## config.mk

```make
export PLATFORM = sky130hd
export DESIGN_NAME = bg_pixel_fetch
export DESIGN_NICKNAME = d
export VERILOG_FILES = /design/src/rtl/bgf_pkg.sv /design/src/rtl/bgf_offset.sv /design/src/rtl/bgf_pick.sv /design/src/rtl/bgf_seq.sv /design/src/rtl/bg_pixel_fetch.sv
export SDC_FILE = /design/constraint.sdc
export NUM_CORES = 1
export LEC_CHECK = 0
export BUFFER_PORTS_ARGS = -buffer_cell sky130_fd_sc_hd__buf_2
export CAP_MARGIN = 10
export CORE_ASPECT_RATIO = 1.2
export CORE_UTILIZATION = 40
export DETAILED_ROUTE_END_ITERATION = 10
export SLEW_MARGIN = 20
export SYNTH_ARGS = -nofsm -noshare
export SYNTH_HDL_FRONTEND = slang
export SYNTH_HIERARCHICAL = 1
export SYNTH_SLANG_ARGS = --single-unit
```

## constraint.sdc

```tcl
create_clock -name clk -period 5.72 [get_ports clk]
set_input_delay 0.858 -clock clk [delete_from_list [all_inputs] [get_ports clk]]
set_output_delay 0.858 -clock clk [all_outputs]
set_load 0.005 [all_outputs]
```

## src/rtl/bgf_pkg.sv

```systemverilog
// Shared constants and the fetch step encoding for the background
// pixel fetcher. Assumes 8-bit coordinates and a 14-bit byte address.
package bgf_pkg;
    localparam int BGF_COORD_W     = 8;
    localparam int BGF_VOFF_W      = BGF_COORD_W + 1;
    localparam int BGF_ADDR_W      = 14;
    localparam int BGF_NT_W        = 3;
    localparam int BGF_DATA_W      = 8;
    localparam int BGF_PLANES      = 4;
    localparam int BGF_WRAP_ROWS   = 224;
    localparam int BGF_HLOCK_COLS  = 16;
    localparam int BGF_VLOCK_LIMIT = 191;
    localparam int BGF_NT_SHIFT    = 11;
    localparam int BGF_TALL_OFS    = 'h700;

    // One step per cycle of a fetch; ordering is the read order.
    typedef enum logic [2:0] {
        ST_MAP_LO = 3'd0,
        ST_MAP_HI = 3'd1,
        ST_ENTRY  = 3'd2,
        ST_PL0    = 3'd3,
        ST_PL1    = 3'd4,
        ST_PL2    = 3'd5,
        ST_PL3    = 3'd6,
        ST_DONE   = 3'd7
    } bgf_step_e;
endpackage

```

## src/rtl/bgf_offset.sv

```systemverilog
// Scroll and map-address stage. Purely combinational: turns the pixel
// coordinate and scroll state into the fine offsets inside a tile and
// the byte address of the tile map entry. Assumes VW = CW + 1.
module bgf_offset
    import bgf_pkg::*;
#(
    parameter int CW = BGF_COORD_W,
    parameter int VW = BGF_VOFF_W,
    parameter int AW = BGF_ADDR_W,
    parameter int NW = BGF_NT_W
) (
    input  logic          clk,
    input  logic          rst_n,
    input  logic [CW-1:0] x,
    input  logic [CW-1:0] y,
    input  logic [CW-1:0] hscroll,
    input  logic [CW-1:0] vscroll,
    input  logic          hlock,
    input  logic          vlock,
    input  logic [NW-1:0] nt_sel,
    input  logic          tall,
    output logic [2:0]    hfine,
    output logic [2:0]    vfine,
    output logic [AW-1:0] map_addr
);
    localparam logic [VW-1:0] WRAP_V     = VW'(BGF_WRAP_ROWS);
    localparam logic [CW-1:0] HLOCK_X    = CW'(BGF_HLOCK_COLS);
    localparam logic [CW-1:0] VLOCK_H    = CW'(BGF_VLOCK_LIMIT);
    localparam logic [AW-1:0] TALL_OFS_A = AW'(BGF_TALL_OFS);

    logic [CW-1:0] hoff;
    logic [VW-1:0] vsum;
    logic [VW-1:0] voff;
    logic [AW-1:0] base;

    // Offsets with region locks, mode-dependent wrap and map base.
    always_comb begin
        hoff = (hlock && (x < HLOCK_X)) ? x : x - hscroll;
        vsum = (vlock && (hoff > VLOCK_H)) ? VW'(y) : VW'(y) + VW'(vscroll);
        if (tall) begin
            voff = VW'(vsum[CW-1:0]);
            base = (AW'({nt_sel[NW-1:1], 1'b0}) << BGF_NT_SHIFT) | TALL_OFS_A;
        end else begin
            voff = (vsum >= WRAP_V) ? vsum - WRAP_V : vsum;
            base = AW'(nt_sel) << BGF_NT_SHIFT;
        end
        map_addr = base + (AW'(voff >> 3) << 6) + (AW'(hoff >> 3) << 1);
        hfine    = hoff[2:0];
        vfine    = voff[2:0];
    end

    AST_TALL_VOFF_8BIT: assert property (@(posedge clk) disable iff (!rst_n)
        tall |-> (voff[VW-1] == 1'b0));
    AST_SHORT_VOFF_BOUND: assert property (@(posedge clk) disable iff (!rst_n)
        !tall |-> (voff <= VW'(2 * (2 ** CW - 1) - BGF_WRAP_ROWS)));
endmodule

```

## src/rtl/bgf_pick.sv

```systemverilog
// Plane bit picker. Gathers one bit from each bit-plane byte, taking
// the planes MSB-first so that column 0 of a tile is bit 7.
module bgf_pick
    import bgf_pkg::*;
#(
    parameter int NP = BGF_PLANES,
    parameter int DW = BGF_DATA_W
) (
    input  logic [NP-1:0][DW-1:0] planes,
    input  logic [2:0]            hsel,
    output logic [NP-1:0]         color
);
    logic [2:0] bit_idx;

    // Column within the tile maps to a descending bit index.
    always_comb bit_idx = 3'd7 - hsel;

    for (genvar n = 0; n < NP; n++) begin : g_plane
        assign color[n] = planes[n][bit_idx];
    end
endmodule

```

## src/rtl/bgf_seq.sv

```systemverilog
// Fetch sequencer. Latches a request when idle and walks eight steps:
// reads the two map bytes, leaves one cycle for the entry to settle,
// then reads four plane bytes and registers the pixel. Assumes memory
// data arrives the cycle after each address.
module bgf_seq
    import bgf_pkg::*;
#(
    parameter int AW = BGF_ADDR_W,
    parameter int DW = BGF_DATA_W
) (
    input  logic               clk,
    input  logic               rst_n,
    input  logic               start,
    input  logic [2:0]         hfine_in,
    input  logic [2:0]         vfine_in,
    input  logic [AW-1:0]      map_in,
    input  logic [DW-1:0]      vram_data,
    input  logic [3:0]         pick_color,
    output logic               vram_rd,
    output logic [AW-1:0]      vram_addr,
    output logic               busy,
    output logic [2:0][DW-1:0] pl_q,
    output logic [2:0]         hsel,
    output logic               pix_valid,
    output logic [3:0]         pix_color,
    output logic               pix_pal,
    output logic               pix_prio
);
    bgf_step_e     step;
    logic [2:0]    vrow_q;
    logic [AW-1:0] map_q;
    logic [DW-1:0] lo_q;
    logic          pat_hi_q;
    logic          pal_q;
    logic          prio_q;
    logic [1:0]    plane_idx;

    // Request latch, step counter and capture of returned bytes.
    always_ff @(posedge clk) begin
        if (!rst_n) begin
            busy      <= 1'b0;
            step      <= ST_MAP_LO;
            hsel      <= '0;
            vrow_q    <= '0;
            map_q     <= '0;
            lo_q      <= '0;
            pat_hi_q  <= 1'b0;
            pal_q     <= 1'b0;
            prio_q    <= 1'b0;
            pl_q      <= '0;
            pix_valid <= 1'b0;
            pix_color <= '0;
            pix_pal   <= 1'b0;
            pix_prio  <= 1'b0;
        end else begin
            pix_valid <= 1'b0;
            if (!busy) begin
                if (start) begin
                    busy   <= 1'b1;
                    step   <= ST_MAP_LO;
                    hsel   <= hfine_in;
                    vrow_q <= vfine_in;
                    map_q  <= map_in;
                end
            end else begin
                step <= bgf_step_e'(step + 3'd1);
                unique case (step)
                    ST_MAP_HI: lo_q <= vram_data;
                    ST_ENTRY: begin
                        pat_hi_q <= vram_data[0];
                        pal_q    <= vram_data[3];
                        prio_q   <= vram_data[4];
                    end
                    ST_PL1: pl_q[0] <= vram_data;
                    ST_PL2: pl_q[1] <= vram_data;
                    ST_PL3: pl_q[2] <= vram_data;
                    ST_DONE: begin
                        busy      <= 1'b0;
                        pix_valid <= 1'b1;
                        pix_color <= pick_color;
                        pix_pal   <= pal_q;
                        pix_prio  <= prio_q;
                    end
                    default: ;
                endcase
            end
        end
    end

    // Read request and address for the current step.
    always_comb begin
        plane_idx = 2'(3'(step) - 3'(ST_PL0));
        vram_rd   = busy && (step != ST_ENTRY) && (step != ST_DONE);
        unique case (step)
            ST_MAP_LO: vram_addr = map_q;
            ST_MAP_HI: vram_addr = map_q + AW'(1);
            default:   vram_addr = AW'({pat_hi_q, lo_q, vrow_q, plane_idx});
        endcase
    end

    AST_RD_ONLY_BUSY: assert property (@(posedge clk) disable iff (!rst_n)
        vram_rd |-> busy);
    AST_VALID_ONE_CYCLE: assert property (@(posedge clk) disable iff (!rst_n)
        pix_valid |=> !pix_valid);
    AST_VALID_ENDS_FETCH: assert property (@(posedge clk) disable iff (!rst_n)
        pix_valid |-> (!busy && $past(busy)));
    AST_REQ_HELD: assert property (@(posedge clk) disable iff (!rst_n)
        (busy && $past(busy)) |-> ($stable(map_q) && $stable(hsel)));
endmodule

```

## src/rtl/bg_pixel_fetch.sv

```systemverilog
// Top of the background pixel fetcher: scroll/address stage, fetch
// sequencer and plane bit picker. One pixel per request; assumes the
// requester waits for the strobe before the next request matters.
module bg_pixel_fetch
    import bgf_pkg::*;
#(
    parameter int CW = BGF_COORD_W,
    parameter int AW = BGF_ADDR_W,
    parameter int NW = BGF_NT_W,
    parameter int DW = BGF_DATA_W
) (
    input  logic          clk,
    input  logic          rst_n,
    input  logic          start,
    input  logic [CW-1:0] pix_x,
    input  logic [CW-1:0] pix_y,
    input  logic [CW-1:0] hscroll,
    input  logic [CW-1:0] vscroll,
    input  logic          hlock,
    input  logic          vlock,
    input  logic [NW-1:0] nt_sel,
    input  logic          tall_mode,
    output logic          vram_rd,
    output logic [AW-1:0] vram_addr,
    input  logic [DW-1:0] vram_data,
    output logic          busy,
    output logic          pix_valid,
    output logic [3:0]    pix_color,
    output logic          pix_pal,
    output logic          pix_prio
);
    localparam int VW = CW + 1;

    logic [2:0]         hfine;
    logic [2:0]         vfine;
    logic [AW-1:0]      map_addr;
    logic [2:0][DW-1:0] pl_q;
    logic [2:0]         hsel;
    logic [3:0]         pick_color;

    bgf_offset #(.CW(CW), .VW(VW), .AW(AW), .NW(NW)) u_offset (
        .clk(clk), .rst_n(rst_n),
        .x(pix_x), .y(pix_y), .hscroll(hscroll), .vscroll(vscroll),
        .hlock(hlock), .vlock(vlock), .nt_sel(nt_sel), .tall(tall_mode),
        .hfine(hfine), .vfine(vfine), .map_addr(map_addr)
    );

    bgf_seq #(.AW(AW), .DW(DW)) u_seq (
        .clk(clk), .rst_n(rst_n), .start(start),
        .hfine_in(hfine), .vfine_in(vfine), .map_in(map_addr),
        .vram_data(vram_data), .pick_color(pick_color),
        .vram_rd(vram_rd), .vram_addr(vram_addr), .busy(busy),
        .pl_q(pl_q), .hsel(hsel),
        .pix_valid(pix_valid), .pix_color(pix_color),
        .pix_pal(pix_pal), .pix_prio(pix_prio)
    );

    bgf_pick #(.NP(4), .DW(DW)) u_pick (
        .planes({vram_data, pl_q[2], pl_q[1], pl_q[0]}),
        .hsel(hsel),
        .color(pick_color)
    );
endmodule

```

==> qor.yml <==
status:
  run_status: "finished, final reports clean"
clocking:
  cts-root-buf: "clkbuf_16"
  cts_hold_buffers: 0
  clock_sink_count: 66
  htree_num_levels: 3
  cts.reportedPaths.clkPinSlew_ns: 0.06
  worstSkewPairLatency_ns: 0.33
  cts_buffers: 9
  post_cts.resized_instances: 0
  cts.path.max_buffers: 2
  cts_tree: "built"
  post-cts-setup-buffers: 0
floorplanning:
  placeableCoreArea_mm2: 0.0116
  design.portCount: 72
  die-width_um: 101
  die_span_in_y_um: 121
  placementRows: 43
  design.die.area_mm2: 0.0123
  floorplan.initialDensity_pct: 41.0
detailed_routing:
  drt-total-wl_um: 11000
  detail_route.drc_violations: 0
  drt.antenna.violating_nets: 0
  vias_cell: 5.37
  1st_iter_drt_viols: 188
  number_of_detailed_routing_iterations_run_before_antenna_repair: 4
  wire_per_inst_um: 14.4
  routed-via-count: 4118
pwr:
  power.ir.vdd_worst_mv: 0.154
  power_density_mw_per_mm2: 253
  cellLeakagePower_uw: 0.00235
place:
  post-place-ws_ns: 0.754
  detailed_place_hpwl_um: 8230
  finalWeightedCongestion: 0.789
  placement.io_buffers: 71
  dpl_cell_area_mm2: 0.00512
finish:
  final_core_utilization_pct: 46.9
  final_nets: 680
  layout.filler_cells: 1127
  fin_area_mm2: 0.00543
  antenna_diodes: 0
  drive_gt1_share_pct: 20.2
  areaGrowthSynthToFinish_pct: 14.5
synthesis:
  netlist-cell-type-count: 73
  synth_fp_nets: 626
  syn_avg_cell_area_um2: 8.60
  yosysWarnings: 6
  ys.flop_type: "dfxtp_1"
  syn_area_mm2: 0.00474
  postSynthCellCount: 551
  synth-edff-count: 0
  synth.yosys.seq_area_share_pct: 27.9
  synth.ff_latch_count: 66
  synthArstFlopShare_pct: 0
setup_path:
  critical_path_arrival_ns: 4.87
  worst-path-max-fanout: 12
  critical_path.reg2reg.endpoint: "u_seq/vrow_q[0]$_SDFFE_PN0P_"
  critical_path_required_ns: 5.93
  critPathCaptureType: "flip-flop"
  ordered_cell_list_for_the_critical_path: "buf_2 > inv_1 > ha_1 > fa_1 > nor2b_2 > o31a_2 > mux2i_1 > a21oi_2 > nand2_4 > mux2i_1 > inv_1 > ha_1 > inv_1 > o21bai_4 > or3_1 > o311a_1 > ha_1 > nand2_1 > inv_1 > a31oi_1 > mux2i_1 > o2111ai_1 > nand2_1 > a21boi_0"
  timing.critical_path.slowest_stage_cell: "fa_1"
  startpoint_type: "primary input"
  path_common_cell: "inv_1"
  crit-reg2reg-launch: "u_seq/busy$_SDFF_PN0_"
  slowest_delay_ns: 0.42
  reg2reg_setup_slack_ns: 3.62
  path_class: "primary input to flip-flop"
  worst_r2r_path_depth: 4
global_routing:
  grt_pass1_vias: 3888
  grtUsageTotal_pct: 18.8
  pin_count_of_the_biggest_net_entering_global_routing: 67
  grt_first_pass_wirelength_um: 18300
  antenna_found_initial: 0
  grt_overflow: 0
sta:
  slew_of_the_pin_with_the_lowest_slew_margin_ns: 0.923
  achievable-frequency_ghz: 0.214
  min_period_ns: 4.67
  totalNegativeSetupSlack_ns: 0
  finalClockSkew_ns: 0.00634
  hold_viol: 0
  final-setup-viol-count: 0
  final-max-slew-violation-count: 0
  portion_of_the_clock_cycle_consumed_by_the_worst_path_in_the_final_layout_pct: 81.6
  finalWorstSetupSlack_ns: 1.05
  timing.max_slew.rel_slack_pct: 38.5
  grt_setup_unrepaired: "no"
min_path:
  whs_path_depth: 2
  worst_hold_path.endpoint: "u_seq/pix_color[1]$_SDFFE_PN0P_"
  hold_path_startpoint: "u_seq/pix_color[1]$_SDFFE_PN0P_"
  worstHoldPathType: "flip-flop to flip-flop"
flow_run:
  drv_cap: 0
==> logic make-up after synthesis <==
logic type               Yosys count  share of synthesized area [%]
AO/OA/AOI/OAI                    131                           19.8
other                              1                         0.0791
multiplexers                      48                           13.5
AND/OR/NAND/NOR                  220                           24.1
adder cells (fa/ha/maj)           26                           7.18
flip-flops                        66                           27.9
buffers and inverters             49                           5.49
XOR/XNOR                          10                           2.01
==> worst max-delay path, delay by kind of cell <==
kind	cells	cell delay, ns
AO/OA/AOI/OAI	7	1.05
adder cells (fa/ha/maj)	4	1.09
buffers and inverters	5	0.40
multiplexers	3	0.61
AND/OR/NAND/NOR	5	0.86
==> report_power, final <==
group / switching, uW / internal, uW / leakage, uW
Combinational: 176 / 143 / 0.00166
Sequential: 27.7 / 477 / 0.000535
Clock: 203 / 349 / 0.000152
==> layout make-up <==
type,count,area (um2),share of cell area (%)
clock inverters,6,66.3,1.22
multi-input cells,436,3160,58.2
flip-flops and latches,66,1320,24.4
well taps,157,196,3.62
repair buffers,74,378,6.96
clock buffers,10,239,4.40
inverters,18,67.6,1.25
==> cells in the mapped netlist (3+ instances only) <==
master	number	share of area, %
nand2_1	87	6.9
dfxtp_1	66	28
a21boi_0	39	6.2
nor2b_1	37	4.9
mux2i_1	30	6.3
ha_1	24	6.3
o21ai_0	22	2.3
nand3_1	20	2.1
a21oi_1	18	1.9
inv_1	18	1.4
nor2_1	17	1.3
clkbuf_1	11	0.87
nor3_1	11	1.2
buf_2	9	0.95
mux2_2	8	1.9
mux4_1	8	4.4
nand2b_1	7	0.92
o311ai_1	7	1.3
a211oi_1	6	0.95
and3_1	6	0.79
buf_4	6	0.95
xnor2_1	6	1.1
nand4_1	5	0.66
nor3b_1	5	0.79
o21a_1	5	0.79
nand3_2	4	0.85
nor4_1	4	0.53
a31oi_1	3	0.40
buf_6	3	0.71
o21ai_1	3	0.32
xor2_1	3	0.55
==> cells in the final DEF, fill, tap and decap left out, drive strengths merged, types with 18 or more instances in the layout <==
| master | n |
|---|---|
| nor2 | 18 |
| nand3 | 24 |
| a21oi | 19 |
| mux2i | 31 |
| inv | 18 |
| buf | 74 |
| nor2b | 38 |
| ha | 24 |
| a21boi | 39 |
| o21ai | 25 |
| dfxtp | 66 |
| nand2 | 89 |
==> how the worst max path moves through the flow <==
stage              from                            to  slack (ns)  cells past startpoint
2_1_floorplan  pix_x[0]  u_seq/map_q[12]$_SDFFE_PN0P_        1.16                     23
3_3_place_gp   pix_x[0]  u_seq/map_q[12]$_SDFFE_PN0P_        0.85                     23
3_5_place_dp   pix_x[0]  u_seq/map_q[12]$_SDFFE_PN0P_        0.75                     23
4_1_cts        pix_x[0]  u_seq/map_q[12]$_SDFFE_PN0P_        1.08                     23
5_1_grt        pix_x[0]  u_seq/map_q[12]$_SDFFE_PN0P_        0.77                     24
6_report       pix_x[0]  u_seq/map_q[12]$_SDFFE_PN0P_        1.05                     24
==> routing by layer <==
metal,wire length [um],part of all wire (%),vias up,GRT usage [%]
li1,-,-,2098,-
met1,5070,46,1913,23.6
met2,5260,48,92,31.9
met3,453,4.1,15,3.17
met4,227,2.1,0,7.34
met5,0,0,-,0
==> registers in the layout, indices dropped and copies added (netlist names), 3 cells and up <==
register and flops:
u_seq/pl_q 24, u_seq/vrow_q 3, u_seq/hsel 3, u_seq/step 3, u_seq/pix_color 4, u_seq/map_q 14, u_seq/lo_q 8
==> stage by stage <==
| stage | hold slack (ns) | power, uW | std cells |
|---|---|---|---|
| 3_5_place_dp | 0.457 | 831 | 751 |
| 4_1_cts | 0.465 | 1390 | 767 |
| 2_1_floorplan | 0.442 | 748 | 551 |
| 6_report | 0.460 | 1380 | 767 |
| 5_1_grt | 0.485 | 1440 | 767 |
| 3_3_place_gp | 0.453 | 826 | 751 |
(Power assumes the default switching activity.)
